**config.mk**
```make
export PLATFORM = sky130hd
export DESIGN_NAME = mdio_page_bridge
export DESIGN_NICKNAME = d
export VERILOG_FILES = /design/src/rtl/mdio_bridge_pkg.sv /design/src/rtl/mdc_edge_sync.sv /design/src/rtl/mgmt_frame_rx.sv /design/src/rtl/page_access_seq.sv /design/src/rtl/mdio_page_bridge.sv
export SDC_FILE = /design/constraint.sdc
export NUM_CORES = 1
export LEC_CHECK = 0
export ABC_CLOCK_PERIOD_IN_PS = 1920
export BUFFER_PORTS_ARGS = -buffer_cell sky130_fd_sc_hd__buf_2
export CORE_MARGIN = 5
export CORE_UTILIZATION = 49
export CTS_BUF_LIST = sky130_fd_sc_hd__clkbuf_16
export CTS_CLUSTER_DIAMETER = 200
export CTS_CLUSTER_SIZE = 12
export DETAILED_ROUTE_END_ITERATION = 16
export PLACE_DENSITY = 0.71
export SYNTH_ARGS = -nofsm -noshare
export SYNTH_HDL_FRONTEND = slang
export SYNTH_SLANG_ARGS = --single-unit
```
**constraint.sdc**
```tcl
create_clock -name clk -period 1.92 [get_ports clk]
set_clock_uncertainty 0.05 [all_clocks]
set_input_delay 0.096 -clock clk [delete_from_list [all_inputs] [get_ports clk]]
set_output_delay 0.096 -clock clk [all_outputs]
set_load 0.02 [all_outputs]
```
**src/rtl/mdio_bridge_pkg.sv**
```systemverilog
package mdio_bridge_pkg;

    localparam int PAGE_W   = 9;
    localparam int R2_W     = 3;
    localparam int REGSEL_W = 4;
    localparam int BYTE_W   = 2;
    localparam int ADDR_W   = PAGE_W + R2_W + REGSEL_W + BYTE_W;
    localparam int HALF_W   = 16;
    localparam int WORD_W   = 2 * HALF_W;
    localparam int PHY_W    = 5;
    localparam int REG_W    = 5;
    localparam int HDR_W    = 2 + PHY_W + REG_W;

    localparam logic [PHY_W-1:0] DATA_PHY_BASE = 5'h10;
    localparam logic [PHY_W-1:0] PAGE_PHY      = 5'h18;
    localparam logic [REG_W-1:0] PAGE_REG      = 5'd0;

    typedef enum logic [1:0] {
        OP_RSVD0 = 2'b00,
        OP_WRITE = 2'b01,
        OP_READ  = 2'b10,
        OP_RSVD3 = 2'b11
    } mgmt_op_e;

    typedef struct packed {
        mgmt_op_e         op;
        logic [PHY_W-1:0] phy;
        logic [REG_W-1:0] regno;
    } mgmt_hdr_t;

    typedef enum logic [1:0] {
        TGT_NONE,
        TGT_PAGE,
        TGT_LOW,
        TGT_HIGH
    } target_e;

    typedef enum logic [2:0] {
        RX_PRE,
        RX_START,
        RX_HDR,
        RX_TURN,
        RX_DATA
    } rx_state_e;

    function automatic target_e classify(mgmt_hdr_t h);
        if (h.phy[PHY_W-1:R2_W] == DATA_PHY_BASE[PHY_W-1:R2_W])
            return h.regno[0] ? TGT_HIGH : TGT_LOW;
        else if (h.phy == PAGE_PHY && h.regno == PAGE_REG)
            return TGT_PAGE;
        else
            return TGT_NONE;
    endfunction

    function automatic logic [ADDR_W-1:0] word_addr(logic [PAGE_W-1:0] page, mgmt_hdr_t h);
        return {page, h.phy[R2_W-1:0], h.regno[REG_W-1:1], {BYTE_W{1'b0}}};
    endfunction

endpackage

```
**src/rtl/mdc_edge_sync.sv**
```systemverilog
module mdc_edge_sync #(
    parameter int STAGES = 2
) (
    input  logic clk,
    input  logic rst,
    input  logic mdc,
    input  logic mdio_i,
    output logic mdc_rise,
    output logic mdio_s
);
    localparam int LINES = 2;

    logic [LINES-1:0] raw;
    logic [LINES-1:0] synced;
    logic             mdc_prev;

    assign raw = {mdc, mdio_i};

    generate
        for (genvar g = 0; g < LINES; g++) begin : gen_line
            logic [STAGES-1:0] sr;
            always_ff @(posedge clk) begin
                if (rst) sr <= '0;
                else     sr <= {sr[STAGES-2:0], raw[g]};
            end
            assign synced[g] = sr[STAGES-1];
        end
    endgenerate

    always_ff @(posedge clk) begin
        if (rst) mdc_prev <= 1'b0;
        else     mdc_prev <= synced[1];
    end

    assign mdc_rise = synced[1] & ~mdc_prev;
    assign mdio_s   = synced[0];

endmodule

```
**src/rtl/mgmt_frame_rx.sv**
```systemverilog
module mgmt_frame_rx
    import mdio_bridge_pkg::*;
#(
    parameter int PRE_LEN = 32
) (
    input  logic              clk,
    input  logic              rst,
    input  logic              rise,
    input  logic              bit_in,
    input  logic              resp_valid,
    input  logic [HALF_W-1:0] resp_data,
    output logic              hdr_evt,
    output mgmt_hdr_t         hdr,
    output logic              wr_evt,
    output logic [HALF_W-1:0] wr_data,
    output logic              mdio_o,
    output logic              mdio_oe
);
    localparam int PC_W  = $clog2(PRE_LEN + 1);
    localparam int POS_W = 4;

    rx_state_e         state;
    logic [PC_W-1:0]   pre_cnt;
    logic [POS_W-1:0]  pos;
    logic [HALF_W-1:0] shreg;
    logic [HALF_W-1:0] tx;

    always_ff @(posedge clk) begin
        if (rst) begin
            state   <= RX_PRE;
            pre_cnt <= '0;
            pos     <= '0;
            shreg   <= '0;
            tx      <= '0;
            mdio_o  <= 1'b0;
            mdio_oe <= 1'b0;
            hdr_evt <= 1'b0;
            hdr     <= '0;
            wr_evt  <= 1'b0;
            wr_data <= '0;
        end else begin
            hdr_evt <= 1'b0;
            wr_evt  <= 1'b0;
            if (rise) begin
                case (state)
                    RX_PRE: begin
                        if (bit_in) begin
                            if (pre_cnt != PC_W'(PRE_LEN)) pre_cnt <= pre_cnt + 1'b1;
                        end else if (pre_cnt == PC_W'(PRE_LEN)) begin
                            state   <= RX_START;
                            pre_cnt <= '0;
                        end else begin
                            pre_cnt <= '0;
                        end
                    end
                    RX_START: begin
                        pos   <= '0;
                        state <= bit_in ? RX_HDR : RX_PRE;
                    end
                    RX_HDR: begin
                        shreg <= {shreg[HALF_W-2:0], bit_in};
                        pos   <= pos + 1'b1;
                        if (pos == POS_W'(HDR_W - 1)) begin
                            hdr     <= mgmt_hdr_t'({shreg[HDR_W-2:0], bit_in});
                            hdr_evt <= 1'b1;
                            state   <= RX_TURN;
                            pos     <= '0;
                        end
                    end
                    RX_TURN: begin
                        if (pos == '0) begin
                            pos <= pos + 1'b1;
                            if (resp_valid && hdr.op == OP_READ) begin
                                mdio_oe <= 1'b1;
                                mdio_o  <= 1'b0;
                                tx      <= resp_data;
                            end
                        end else begin
                            pos   <= '0;
                            state <= RX_DATA;
                            if (mdio_oe) begin
                                mdio_o <= tx[HALF_W-1];
                                tx     <= {tx[HALF_W-2:0], 1'b0};
                            end
                        end
                    end
                    RX_DATA: begin
                        shreg <= {shreg[HALF_W-2:0], bit_in};
                        pos   <= pos + 1'b1;
                        if (pos == POS_W'(HALF_W - 1)) begin
                            mdio_oe <= 1'b0;
                            mdio_o  <= 1'b0;
                            state   <= RX_PRE;
                            pre_cnt <= '0;
                            pos     <= '0;
                            if (hdr.op == OP_WRITE) begin
                                wr_evt  <= 1'b1;
                                wr_data <= {shreg[HALF_W-2:0], bit_in};
                            end
                        end else if (mdio_oe) begin
                            mdio_o <= tx[HALF_W-1];
                            tx     <= {tx[HALF_W-2:0], 1'b0};
                        end
                    end
                    default: state <= RX_PRE;
                endcase
            end
        end
    end

    // the line is driven only inside the turnaround/data part of a frame
    assert_oe_window_R10: assert property (@(posedge clk) disable iff (rst)
        mdio_oe |-> (state == RX_TURN || state == RX_DATA));

    // a write frame never drives the line
    assert_no_drive_on_write_R10: assert property (@(posedge clk) disable iff (rst)
        (mdio_oe && state == RX_DATA) |-> hdr.op == OP_READ);

    // one write event per frame
    assert_wr_evt_single_R5: assert property (@(posedge clk) disable iff (rst)
        wr_evt |=> !wr_evt);

endmodule

```
**src/rtl/page_access_seq.sv**
```systemverilog
module page_access_seq
    import mdio_bridge_pkg::*;
(
    input  logic              clk,
    input  logic              rst,
    input  logic              hdr_evt,
    input  mgmt_hdr_t         hdr,
    input  logic              wr_evt,
    input  logic [HALF_W-1:0] wr_data,
    input  logic [WORD_W-1:0] bus_rdata,
    output logic              resp_valid,
    output logic [HALF_W-1:0] resp_data,
    output logic [ADDR_W-1:0] bus_addr,
    output logic [WORD_W-1:0] bus_wdata,
    output logic              bus_wr,
    output logic              bus_rd
);
    mgmt_hdr_t         cur_hdr;
    logic [PAGE_W-1:0] page_q;
    logic [HALF_W-1:0] wr_hold;
    logic [HALF_W-1:0] rd_hold;
    logic              rd_cap;

    always_ff @(posedge clk) begin
        if (rst) begin
            cur_hdr    <= '0;
            page_q     <= '0;
            wr_hold    <= '0;
            rd_hold    <= '0;
            rd_cap     <= 1'b0;
            resp_valid <= 1'b0;
            resp_data  <= '0;
            bus_addr   <= '0;
            bus_wdata  <= '0;
            bus_wr     <= 1'b0;
            bus_rd     <= 1'b0;
        end else begin
            bus_wr <= 1'b0;
            bus_rd <= 1'b0;
            rd_cap <= bus_rd;

            if (hdr_evt) begin
                cur_hdr    <= hdr;
                resp_valid <= 1'b0;
                if (hdr.op == OP_READ) begin
                    case (classify(hdr))
                        TGT_LOW: begin
                            bus_rd   <= 1'b1;
                            bus_addr <= word_addr(page_q, hdr);
                        end
                        TGT_HIGH: begin
                            resp_data  <= rd_hold;
                            resp_valid <= 1'b1;
                        end
                        TGT_PAGE: begin
                            resp_data  <= HALF_W'(page_q);
                            resp_valid <= 1'b1;
                        end
                        default: ;
                    endcase
                end
            end

            if (rd_cap) begin
                rd_hold    <= bus_rdata[WORD_W-1:HALF_W];
                resp_data  <= bus_rdata[HALF_W-1:0];
                resp_valid <= 1'b1;
            end

            if (wr_evt) begin
                case (classify(cur_hdr))
                    TGT_PAGE: page_q  <= wr_data[PAGE_W-1:0];
                    TGT_HIGH: wr_hold <= wr_data;
                    TGT_LOW: begin
                        bus_wr    <= 1'b1;
                        bus_wdata <= {wr_hold, wr_data};
                        bus_addr  <= word_addr(page_q, cur_hdr);
                    end
                    default: ;
                endcase
            end
        end
    end

    // reads and writes never overlap
    assert_strobe_excl_R5: assert property (@(posedge clk) disable iff (rst)
        !(bus_wr && bus_rd));

    // an internal read follows a decoded header
    assert_rd_after_hdr_R6: assert property (@(posedge clk) disable iff (rst)
        bus_rd |-> $past(hdr_evt));

    // an internal write follows a completed write frame
    assert_wr_after_frame_R5: assert property (@(posedge clk) disable iff (rst)
        bus_wr |-> $past(wr_evt));

    // the page moves only on a completed write frame
    assert_page_change_R2: assert property (@(posedge clk) disable iff (rst)
        (page_q != $past(page_q)) |-> $past(wr_evt));

endmodule

```
**src/rtl/mdio_page_bridge.sv**
```systemverilog
module mdio_page_bridge
    import mdio_bridge_pkg::*;
#(
    parameter int PRE_LEN     = 32,
    parameter int SYNC_STAGES = 2
) (
    input  logic              clk,
    input  logic              rst,
    input  logic              mdc,
    input  logic              mdio_i,
    output logic              mdio_o,
    output logic              mdio_oe,
    output logic [ADDR_W-1:0] bus_addr,
    output logic [WORD_W-1:0] bus_wdata,
    output logic              bus_wr,
    output logic              bus_rd,
    input  logic [WORD_W-1:0] bus_rdata
);
    logic              rise;
    logic              bit_s;
    logic              hdr_evt;
    mgmt_hdr_t         hdr;
    logic              wr_evt;
    logic [HALF_W-1:0] wr_data;
    logic              resp_valid;
    logic [HALF_W-1:0] resp_data;

    mdc_edge_sync #(.STAGES(SYNC_STAGES)) u_sync (
        .clk      (clk),
        .rst      (rst),
        .mdc      (mdc),
        .mdio_i   (mdio_i),
        .mdc_rise (rise),
        .mdio_s   (bit_s)
    );

    mgmt_frame_rx #(.PRE_LEN(PRE_LEN)) u_rx (
        .clk        (clk),
        .rst        (rst),
        .rise       (rise),
        .bit_in     (bit_s),
        .resp_valid (resp_valid),
        .resp_data  (resp_data),
        .hdr_evt    (hdr_evt),
        .hdr        (hdr),
        .wr_evt     (wr_evt),
        .wr_data    (wr_data),
        .mdio_o     (mdio_o),
        .mdio_oe    (mdio_oe)
    );

    page_access_seq u_seq (
        .clk        (clk),
        .rst        (rst),
        .hdr_evt    (hdr_evt),
        .hdr        (hdr),
        .wr_evt     (wr_evt),
        .wr_data    (wr_data),
        .bus_rdata  (bus_rdata),
        .resp_valid (resp_valid),
        .resp_data  (resp_data),
        .bus_addr   (bus_addr),
        .bus_wdata  (bus_wdata),
        .bus_wr     (bus_wr),
        .bus_rd     (bus_rd)
    );

endmodule

```
# Yosys cells after proc, flatten, opt, wreduce, memory -nomap -nowiden
# Cells that the tools add are included.
# op_classes
n_eq_ne,30
add_sub_neg,2
mux,57
reduce_logical,32
n_bitwise,9
# op_table
operator,count
2-to-1 mux 16 bit,7
2-to-1 mux 18 bit,5
case mux 16 bit (2 select lines),2
2-to-1 mux 1 bit,19
2-to-1 mux 6 bit,3
2-to-1 mux 2 bit,8
case mux 4 bit (4 select lines),1
2-to-1 mux 3 bit,5
case mux 3 bit (5 select lines),1
== test 2 bit (second input constant),7
2-to-1 mux 4 bit,3
case mux 6 bit (2 select lines),1
AND reduction 4 bit,3
== test 5 bit (second input constant),2
zero test 5 bit,2
inequality test 2 x 1 -> 1 bit (second input constant),5
AND reduction 2 bit,5
AND reduction 3 bit,3
== test 4 bit (second input constant),2
inverter 1 bit,8
nonzero test 2 bit,4
adder 6 x 1 -> 6 bit (second input constant),1
== test 2 x 1 -> 1 bit (second input constant),3
== test 3 x 2 -> 1 bit (second input constant),2
20 further kinds,28
# totals
wordCells,158
reg_bits,202

# Logic depth before layout (Yosys ltp)
# Gate-level depths: netlist of run 1.
# depth
word_depth,13
depth_mapped,8

# Modules after synthesis
# A second synthesis of run 1 with hierarchy kept.
# unflattened
hier_cells,938
hier_area_um2,8424.3
# modules_own_cells
module,seq_area_each_um2,n_inst,cells_each,area_each_um2
page_access_seq,2422.3,1,543,4677.0
mgmt_frame_rx,1521.5,1,384,3609.7
mdc_edge_sync,100.1,1,11,137.6

# Worst setup path before layout of run 1
# Ideal clock, no wire load.
# synth_timing
path_type,register -> register
startpoint,register u_rx.pos[0]
endpoint,register u_rx.tx[10]
arrival_time_ns,1.788
stages_incl_launch_ff,9
synth_period_minus_slack_ns,1.959
n_path_buf,2
setup_time_ns,0.121
path_slack_ns,-0.039
cell_sequence,dfxtp_1 -> inv_1 -> ha_1 -> or3b_1 -> clkbuf_1 -> nor2_2 -> o2111ai_4 -> buf_6 -> mux2_4
# synth_via
elab_chain_len,3
elab_cells_between_ends,7
cone_classes,3 x eq/ne; 2 x mux; 2 x reduce/logical
# synth_rtl
element,line_no,source
start: declaration,mgmt_frame_rx.sv:24,logic [POS_W-1:0] pos;
start signal: assignment,mgmt_frame_rx.sv:62,pos <= pos + 1'b1;
start signal: assignment,mgmt_frame_rx.sv:72,pos <= pos + 1'b1;
start signal: assignment,mgmt_frame_rx.sv:89,pos <= pos + 1'b1;
== test 4 bit / zero test 4 bit (equally long branches),"mgmt_frame_rx.sv:90, mgmt_frame_rx.sv:71",
inequality test 2 bit (no source line) (tied with other cells),--,
AND reduction 4 bit (no source line) / case mux 16 bit (2 select lines) (equally long branches),--,
end signal: assignment,mgmt_frame_rx.sv:76,tx <= resp_data;
end signal: assignment,mgmt_frame_rx.sv:83,"tx <= {tx[HALF_W-2:0], 1'b0};"
end signal: assignment,mgmt_frame_rx.sv:102,"tx <= {tx[HALF_W-2:0], 1'b0};"
end: declaration,mgmt_frame_rx.sv:26,logic [HALF_W-1:0] tx;
# Several ways; a longest one is shown, not always the timed one.
# A chain may end at the register's enable or synchronous reset.

# Worst setup path after layout of run 1
# layout_timing
startpoint,"register, netlist name u_rx.hdr[0]"
endpoint,register u_seq.resp_data[4]
# layout_via
elab_chain_len,12
elab_cells_between_ends,16
cone_classes,2 x eq/ne; 10 x mux; 4 x reduce/logical
# layout_rtl
element,line_no,source
zero test 5 bit,mdio_bridge_pkg.sv:49,else if (h.phy == PAGE_PHY && h.regno == PAGE_REG)
logical AND 1 bit,mdio_bridge_pkg.sv:49,
2-to-1 mux 1 bit,mdio_bridge_pkg.sv:49,
2-to-1 mux 2 bit *,mdio_bridge_pkg.sv:47,if (h.phy[PHY_W-1:R2_W] == DATA_PHY_BASE[PHY_W-1:R2_W])
2-to-1 mux 2 bit *,page_access_seq.sv:45,if (hdr.op == OP_READ) begin
2-to-1 mux 2 bit *,page_access_seq.sv:42,if (hdr_evt) begin
2-to-1 mux 2 bit *,page_access_seq.sv:25,if (rst) begin
== test 2 x 1 -> 1 bit / == test 2 bit (equally long branches),page_access_seq.sv:46,case (classify(hdr))
case mux 16 bit (2 select lines),page_access_seq.sv:46,
2-to-1 mux 16 bit,page_access_seq.sv:45,
2-to-1 mux 16 bit,page_access_seq.sv:42,
2-to-1 mux 16 bit,page_access_seq.sv:64,if (rd_cap) begin
end signal: assignment,page_access_seq.sv:52,resp_data <= rd_hold;
end signal: assignment,page_access_seq.sv:56,resp_data <= HALF_W'(page_q);
end signal: assignment,page_access_seq.sv:66,resp_data <= bus_rdata[HALF_W-1:0];
end: declaration,page_access_seq.sv:12,"output logic [HALF_W-1:0] resp_data,"
# Every way passes the cells marked *; elsewhere a longest branch is shown, timed or not. The select of a mux whose other input is x is not followed.

==> impl_metrics.csv, run 1 <==
group,metric,value,unit
layout,antenna_cells,0,
clock_network,cts_tree,"done",
yosys,netlist_area,0.00835,mm^2
min_path,worstHoldStart,"rst",
grt,antenna_found_initial,0,
min_path,whs_path_depth,2,
floorplanning,die_area,0.0198,mm^2
drt,avgRoutedWirePerCell,16.5,um
layout,seq_area,0.00405,mm^2
run_status,status,"completed",
yosys,synth-async-reset-ratio,0,
sta,tightest_slew,0.871,ns
layout,area_growth,22.5,%
power_and_ir_drop,vdd_drop_max,0.597,mV
sta,period_share,0.973,
yosys,yosys.cell_types.count,55,
worst_setup_path,r2r_cells,4,
clock_network,cts_max_level,1,
worst_setup_path,r2r-start,"u_rx.hdr[0]",
worst_setup_path,max_stage_delay,0.44,ns
place,numPortBuffers,89,
yosys,syn_inst,918,
clock_network,clkTransAtPathRegs,0.06,ns
sta,setup_viol,0,
min_path,hp-class,"input pin to register",
layout,fill_cells,1388,
yosys,synth_ff_type,"dfxtp_1",
yosys,synth_edf_count,0,
drt,via_per_inst,5.46,
floorplanning,die_w,141,um
worst_setup_path,crit_chain,"nor4_2, nand3_1, a211oi_1, o41ai_1",
drt,vias,6902,
floorplanning,pin_count,90,
power_and_ir_drop,p_per_area,765,mW/mm^2
sta,slew_headroom,0.419,
worst_setup_path,startpoint_type,"register",
drt,drt_wl_total,20.8,mm
grt,grt_max_degree,123,
sta,layout_min_cycle_time,1.87,ns
worst_setup_path,crit_fanout,9,
drt,postRouteAntennaNets,0,
layout,post-route-util,0.615,
worst_setup_path,ff2ff_setup_slack,0.05,ns
floorplanning,rows,47,
sta,fmax,535,MHz
layout,multiInputGateArea,0.00404,mm^2
min_path,hold_end,"u_sync.gen_line[1].sr[0]",
sta,maxSlewViolCount,0,
grt,grt_pass1_wl,33.6,mm
worst_setup_path,end_kind,"register",
drt,initialDrtViolationCount,426,
clock_network,cts.sink_count,202,
drt,drcViolationCount,0,
worst_setup_path,slowest_stage,"a211oi_1",
drt,drt-pass1-iter-count,5,
layout,fin_nets,1085,
clock_network,cts-root-buf,"clkbuf_16",
power_and_ir_drop,p_total,7.83,mW
sta,hold_viol_final,0,
clock_network,cts_buffer_depth,3,
yosys,avgSynthCellArea,9.10,um^2
layout,post_layout_nonfiller_instances,1265,
floorplanning,die_h,141,um
grt,grt-ovfl-total,0,
worst_setup_path,critPathKind,"register to register",
clock_network,insertion_delay,0.48,ns
flow_run,maxCapViolations,0,
yosys,yosysSeqAreaShare,0.484,
layout,drive_above_1_share,0.197,
worst_setup_path,reg2reg_to,"u_seq.resp_data[4]",
yosys,yosys_warnings,0,
clock_network,cts_inserted_buffers,20,
sta,rsz0062_at_grt,"true",
yosys,ys_ff_latch,202,
grt,grt_pass1_vias,6517,
power_and_ir_drop,p_leak,4.37,nW
worst_setup_path,crit_arrival,2.15,ns
floorplanning,floorplan.initialDensity,0.502,
place,dp_hpwl,13.6,mm
grt,track_usage,0.203,
floorplanning,coreArea,0.0166,mm^2
place,place_inst,1206,
worst_setup_path,crit_required,2.20,ns
place,gp_congestion,0.839,
yosys,synth_nets,958,
[sequential cells by signal (all words and copies together) (netlist names), 15 cells and up]
signal           flops
u_rx.tx             16
u_seq.rd_hold       16
u_seq.bus_addr      18
u_seq.bus_wdata     32
u_seq.wr_hold       16
u_rx.wr_data        16
u_rx.shreg          15
u_seq.resp_data     16
[area by class of cell]
class	count	share of cell area
tap	220	0.0269
clock inverter	1	0.000367
sequential	202	0.396
inverter	8	0.00294
clock buffer	21	0.0514
multi-input combinational	634	0.395
timing repair buffer	179	0.127
[cell usage in the layout, fill, tap and decap left out, types with 3 or more instances in the layout]
master,n
nand4b_1,11
o211ai_1,5
buf_2,88
nand3b_1,5
nor2b_1,42
nand4_1,5
dfxtp_2,3
dlygate4sd3_1,34
buf_12,5
buf_6,4
nand2b_1,4
nand3_1,34
o41ai_1,9
or4_1,4
inv_1,6
dfxtp_1,199
mux2_4,9
a211oi_1,12
a31oi_1,4
nand2_1,106
a22oi_1,7
o31ai_1,3
and4_1,8
a21oi_1,92
nor3_1,3
nor2_1,104
buf_4,47
o21ai_0,25
mux2_2,6
clkbuf_16,22
a41o_1,5
mux2i_1,87
nor3b_1,5
[timing repair]
item / CTS / global route
resized for setup: 1 / 14
hold endpoints to repair: 34 / 0
gates cloned: 0 / 1
buffers inserted: 0 / 2
hold buffers: 34 / 0
pin swaps: 0 / 0
setup endpoints to repair: 1 / 27
[critical path: cells and delay by family (launching register included)]
kind / cells / cell delay (ns)
AOI/OAI and AO/OA: 2 / 0.56
DFF: 1 / 0.32
and+or+nand+nor: 2 / 0.78
[cells by family (layout without fill, tap and decap cells)]
group           count (synthesis)  in the layout  synth area share
flops                         202            202             0.484
buf+inv                        82            209            0.0406
xor+xnor                        2              2           0.00210
simple gates                  350            350             0.208
compound gates                174            174             0.128
fa+ha+maj                       4              4           0.00599
mux                           104            104             0.131
[cell usage after synthesis (11+ instances only)]
library cell	count	area, um^2
nor2_1	104	390
mux2i_1	89	891
nand2_1	106	398
a211oi_1	12	90.1
nor2b_1	42	263
dfxtp_1	202	4040
a21oi_1	92	460
o21ai_0	25	125
nand4b_1	11	96.3
nand3_1	34	170
clkbuf_1	54	203
buf_2	13	65.1
[per-stage QoR]
stage | setup WS [ns] | setup TNS [ns] | area [um^2] | hold WS, ns
finish | 0.0519 | 0 | 10200 | 0.125
global placement | 0.0860 | 0 | 9270 | 0.259
CTS | 0.0252 | 0 | 10100 | 0.107
detailed placement | 0.0273 | 0 | 9270 | 0.258
floorplan | -0.0218 | -0.196 | 8380 | 0.174
global route | -0.00343 | -0.00789 | 10200 | 0.157
[power breakdown]
group,internal (mW),total [mW],switching [mW]
Clock,1.92,3.36,1.45
Combinational,0.118,0.255,0.137
Sequential,4.20,4.21,0.00903
Total,6.24,7.83,1.59
[worst max path at each step]
stage | from | end | slack, ns | cells past startpoint
6_report | u_rx.hdr[0] | u_seq.resp_data[4] | 0.05 | 4
5_1_grt | u_rx.hdr[5] | u_seq.resp_data[2] | -0.003 | 5
4_1_cts | u_rx.pos[0] | u_rx.wr_data[11] | 0.03 | 8
3_5_place_dp | u_rx.pos[0] | u_rx.pre_cnt[4] | 0.03 | 6
3_3_place_gp | u_rx.pos[1] | u_rx.mdio_oe | 0.09 | 6
2_1_floorplan | u_rx.pos[1] | u_rx.tx[10] | -0.02 | 8
[metal layers]
| metal | wire length [um] | vias to the layer above | GRT usage | part of all wire |
|---|---|---|---|---|
| met5 | 0 | - | 0 | 0 |
| met4 | 497 | 0 | 0.0551 | 0.024 |
| met3 | 801 | 36 | 0.0266 | 0.038 |
| met2 | 9450 | 147 | 0.321 | 0.45 |
| met1 | 10100 | 3268 | 0.292 | 0.48 |
| li1 | - | 3451 | - | - |
Note: power is estimated with default switching activity, not from simulation.
==> inputs of run 2 (changes only) <==
- CORE_UTILIZATION: 49 -> 40
- PLACE_DENSITY: 0.71 -> default
==> run 2 against run 1 <==
Net effect: critical path type unchanged; non-clock buffer count unchanged; setup slack got worse by 0.0065 ns; total power increased by 0.74%; cell area increased by 1.1%; register-to-register slack about the same; sequential cell count unchanged; clock power increased by 2%; wire length increased by 4.4%; largest cell class is now multi-input combinational cells; critical endpoint is now u_rx.mdio_oe; die area increased by 21%; final cell count increased by 4.0%.
==> impl_metrics.csv, run 2 (synthesis results as in run 1) <==
group,metric,value,unit
layout,regMostFlops,"u_seq.bus_wdata",
grt,grt_pass1_vias,6629,
drt,postRouteAntennaNets,0,
layout,stdcell_area,0.0103,mm^2
sta,slew_headroom,0.450,
grt,antenna_found_initial,0,
place,dp_hpwl,14.3,mm
power_and_ir_drop,swShare,0.209,
worst_setup_path,end_kind,"register",
drt,initialDrtViolationCount,466,
power_and_ir_drop,p_sw,1.65,mW
worst_setup_path,ff2ff_setup_slack,0.05,ns
sta,fin_hold_ws,0.0899,ns
grt,use_met1,0.256,
layout,final_common_cell,"dfxtp_1",
sta,period_share,0.976,
sta,maxSlewViolCount,0,
place,dpl_cell_area,0.00936,mm^2
sta,tightest_slew,0.825,ns
sta,hold_viol_final,0,
worst_setup_path,crit_fanout,16,
clock_network,cts_max_level,1,
clock_network,insertion_delay,0.50,ns
sta,fmax,533,MHz
clock_network,clkTransAtPathRegs,0.06,ns
grt,track_usage,0.177,
flow_run,maxCapViolations,0,
power_and_ir_drop,seqPwrFrac,0.534,
layout,drive_above_1_share,0.198,
sta,layout_min_cycle_time,1.87,ns
floorplanning,die_w,154,um
clock_network,cts.sink_count,202,
clock_network,cts_inserted_buffers,20,
layout,fill_cells,1925,
drt,drt_wl_total,21.7,mm
clock_network,cts_tree,"done",
worst_setup_path,critPathKind,"register to register",
power_and_ir_drop,vdd_drop_max,0.496,mV
floorplanning,coreArea,0.0204,mm^2
place,numPortBuffers,89,
run_status,status,"completed",
power_and_ir_drop,p_int,6.24,mW
sta,setup_viol,0,
grt,grt_pass1_wl,35.3,mm
drt,drt-pass1-iter-count,5,
clock_network,cts_buffer_depth,3,
drt,vias,6870,
floorplanning,rows,52,
drt,via_per_inst,5.22,
grt,grt_max_degree,114,
layout,area_growth,23.8,%
floorplanning,die_h,154,um
place,gp_congestion,0.809,
power_and_ir_drop,clkPwrFrac,0.434,
layout,fin_nets,1085,
grt,grt-ovfl-total,0,
grt,grt_util_met3,0.0257,
power_and_ir_drop,p_per_area,763,mW/mm^2
floorplanning,die_area,0.0239,mm^2
worst_setup_path,crit_required,2.30,ns
worst_setup_path,crit_arrival,2.25,ns
min_path,hp-class,"input pin to register",
clock_network,cts-root-buf,"clkbuf_16",
layout,final_cell_mix,"200 x dfxtp_1, 106 x nand2_1, 104 x nor2_1, 91 x a21oi_1",
grt,busiest_layer,"met2",
power_and_ir_drop,power_frac_comb,0.033,
drt,avgRoutedWirePerCell,16.5,um
layout,reg.largest.list,"u_seq.bus_wdata x32, u_seq.bus_addr x18",
worst_setup_path,startpoint_type,"register",
floorplanning,pin_count,90,
floorplanning,floorplan.initialDensity,0.410,
layout,largest_reg_flops,32,
grt,grt.met2_usage,0.277,
layout,antenna_cells,0,
sta,rsz0062_at_grt,"true",
drt,drcViolationCount,0,
power_and_ir_drop,p_leak,4.40,nW
run 2: cell type report:
cell class | count | area [um^2] | area share
clock buffers | 21 | 526 | 0.0508
repair buffers | 179 | 1340 | 0.130
inverters | 8 | 30.0 | 0.00290
clock inverters | 1 | 3.75 | 0.000363
multi-input cells | 634 | 4050 | 0.392
flip-flops and latches | 202 | 4050 | 0.391
well taps | 270 | 338 | 0.0327
run 2: worst max-delay path: stages (launching register included):
cell and delay, ns:
dfxtp_2 0.32, inv_2 0.07, ha_4 0.12, or3b_4 0.40, buf_6 0.16, or4_1 0.52
a21oi_2 0.15
run 2: final timing paths:
| kind | cells past startpoint | to | from |
|---|---|---|---|
| max | 6 | u_rx.mdio_oe | u_rx.pos[0] |
| min reg2reg | 2 | u_seq.bus_wdata[22] | u_seq.bus_wdata[22] |
| min | 2 | u_seq.rd_hold[15] | rst |
| max reg2reg | 6 | u_rx.mdio_oe | u_rx.pos[0] |
run 2: what timing repair did:
item,CTS,global route
resized for setup,1,15
endpoints found under the hold margin,34,0
pin swaps,0,1
setup buffers,0,1
cloned,0,2
hold buffers,34,0
endpoints found under the setup margin,1,38
run 2: metal layers:
metal  part of all wire  up-vias
met2               0.45      161
met3              0.043       37
li1                   -     3434
met5                  0        -
met4              0.020        0
met1               0.49     3238
run 2: power by group through the flow:
stage | Combinational, mW | Sequential [mW] | Clock, mW
after global routing | 0.280 | 4.21 | 3.71
final | 0.259 | 4.21 | 3.42
after global placement | 0.199 | 4.30 | 0
after CTS | 0.254 | 4.21 | 3.53
after detailed placement | 0.199 | 4.30 | 0
after floorplan | 0.115 | 4.30 | 0
run 2: metrics by stage:
step                      cells   util  power, mW  setup slack (ns)  TNS [ns]
after global routing       1315  0.508       8.20           -0.0230   -0.0303
after CTS                  1312  0.503       7.99            0.0160         0
after global placement     1256  0.460       4.50            0.0719         0
after detailed placement   1256  0.460       4.50          -0.00633  -0.00633
final                      1315  0.508       7.89            0.0454         0
after floorplan             918      -       4.41           -0.0218    -0.196
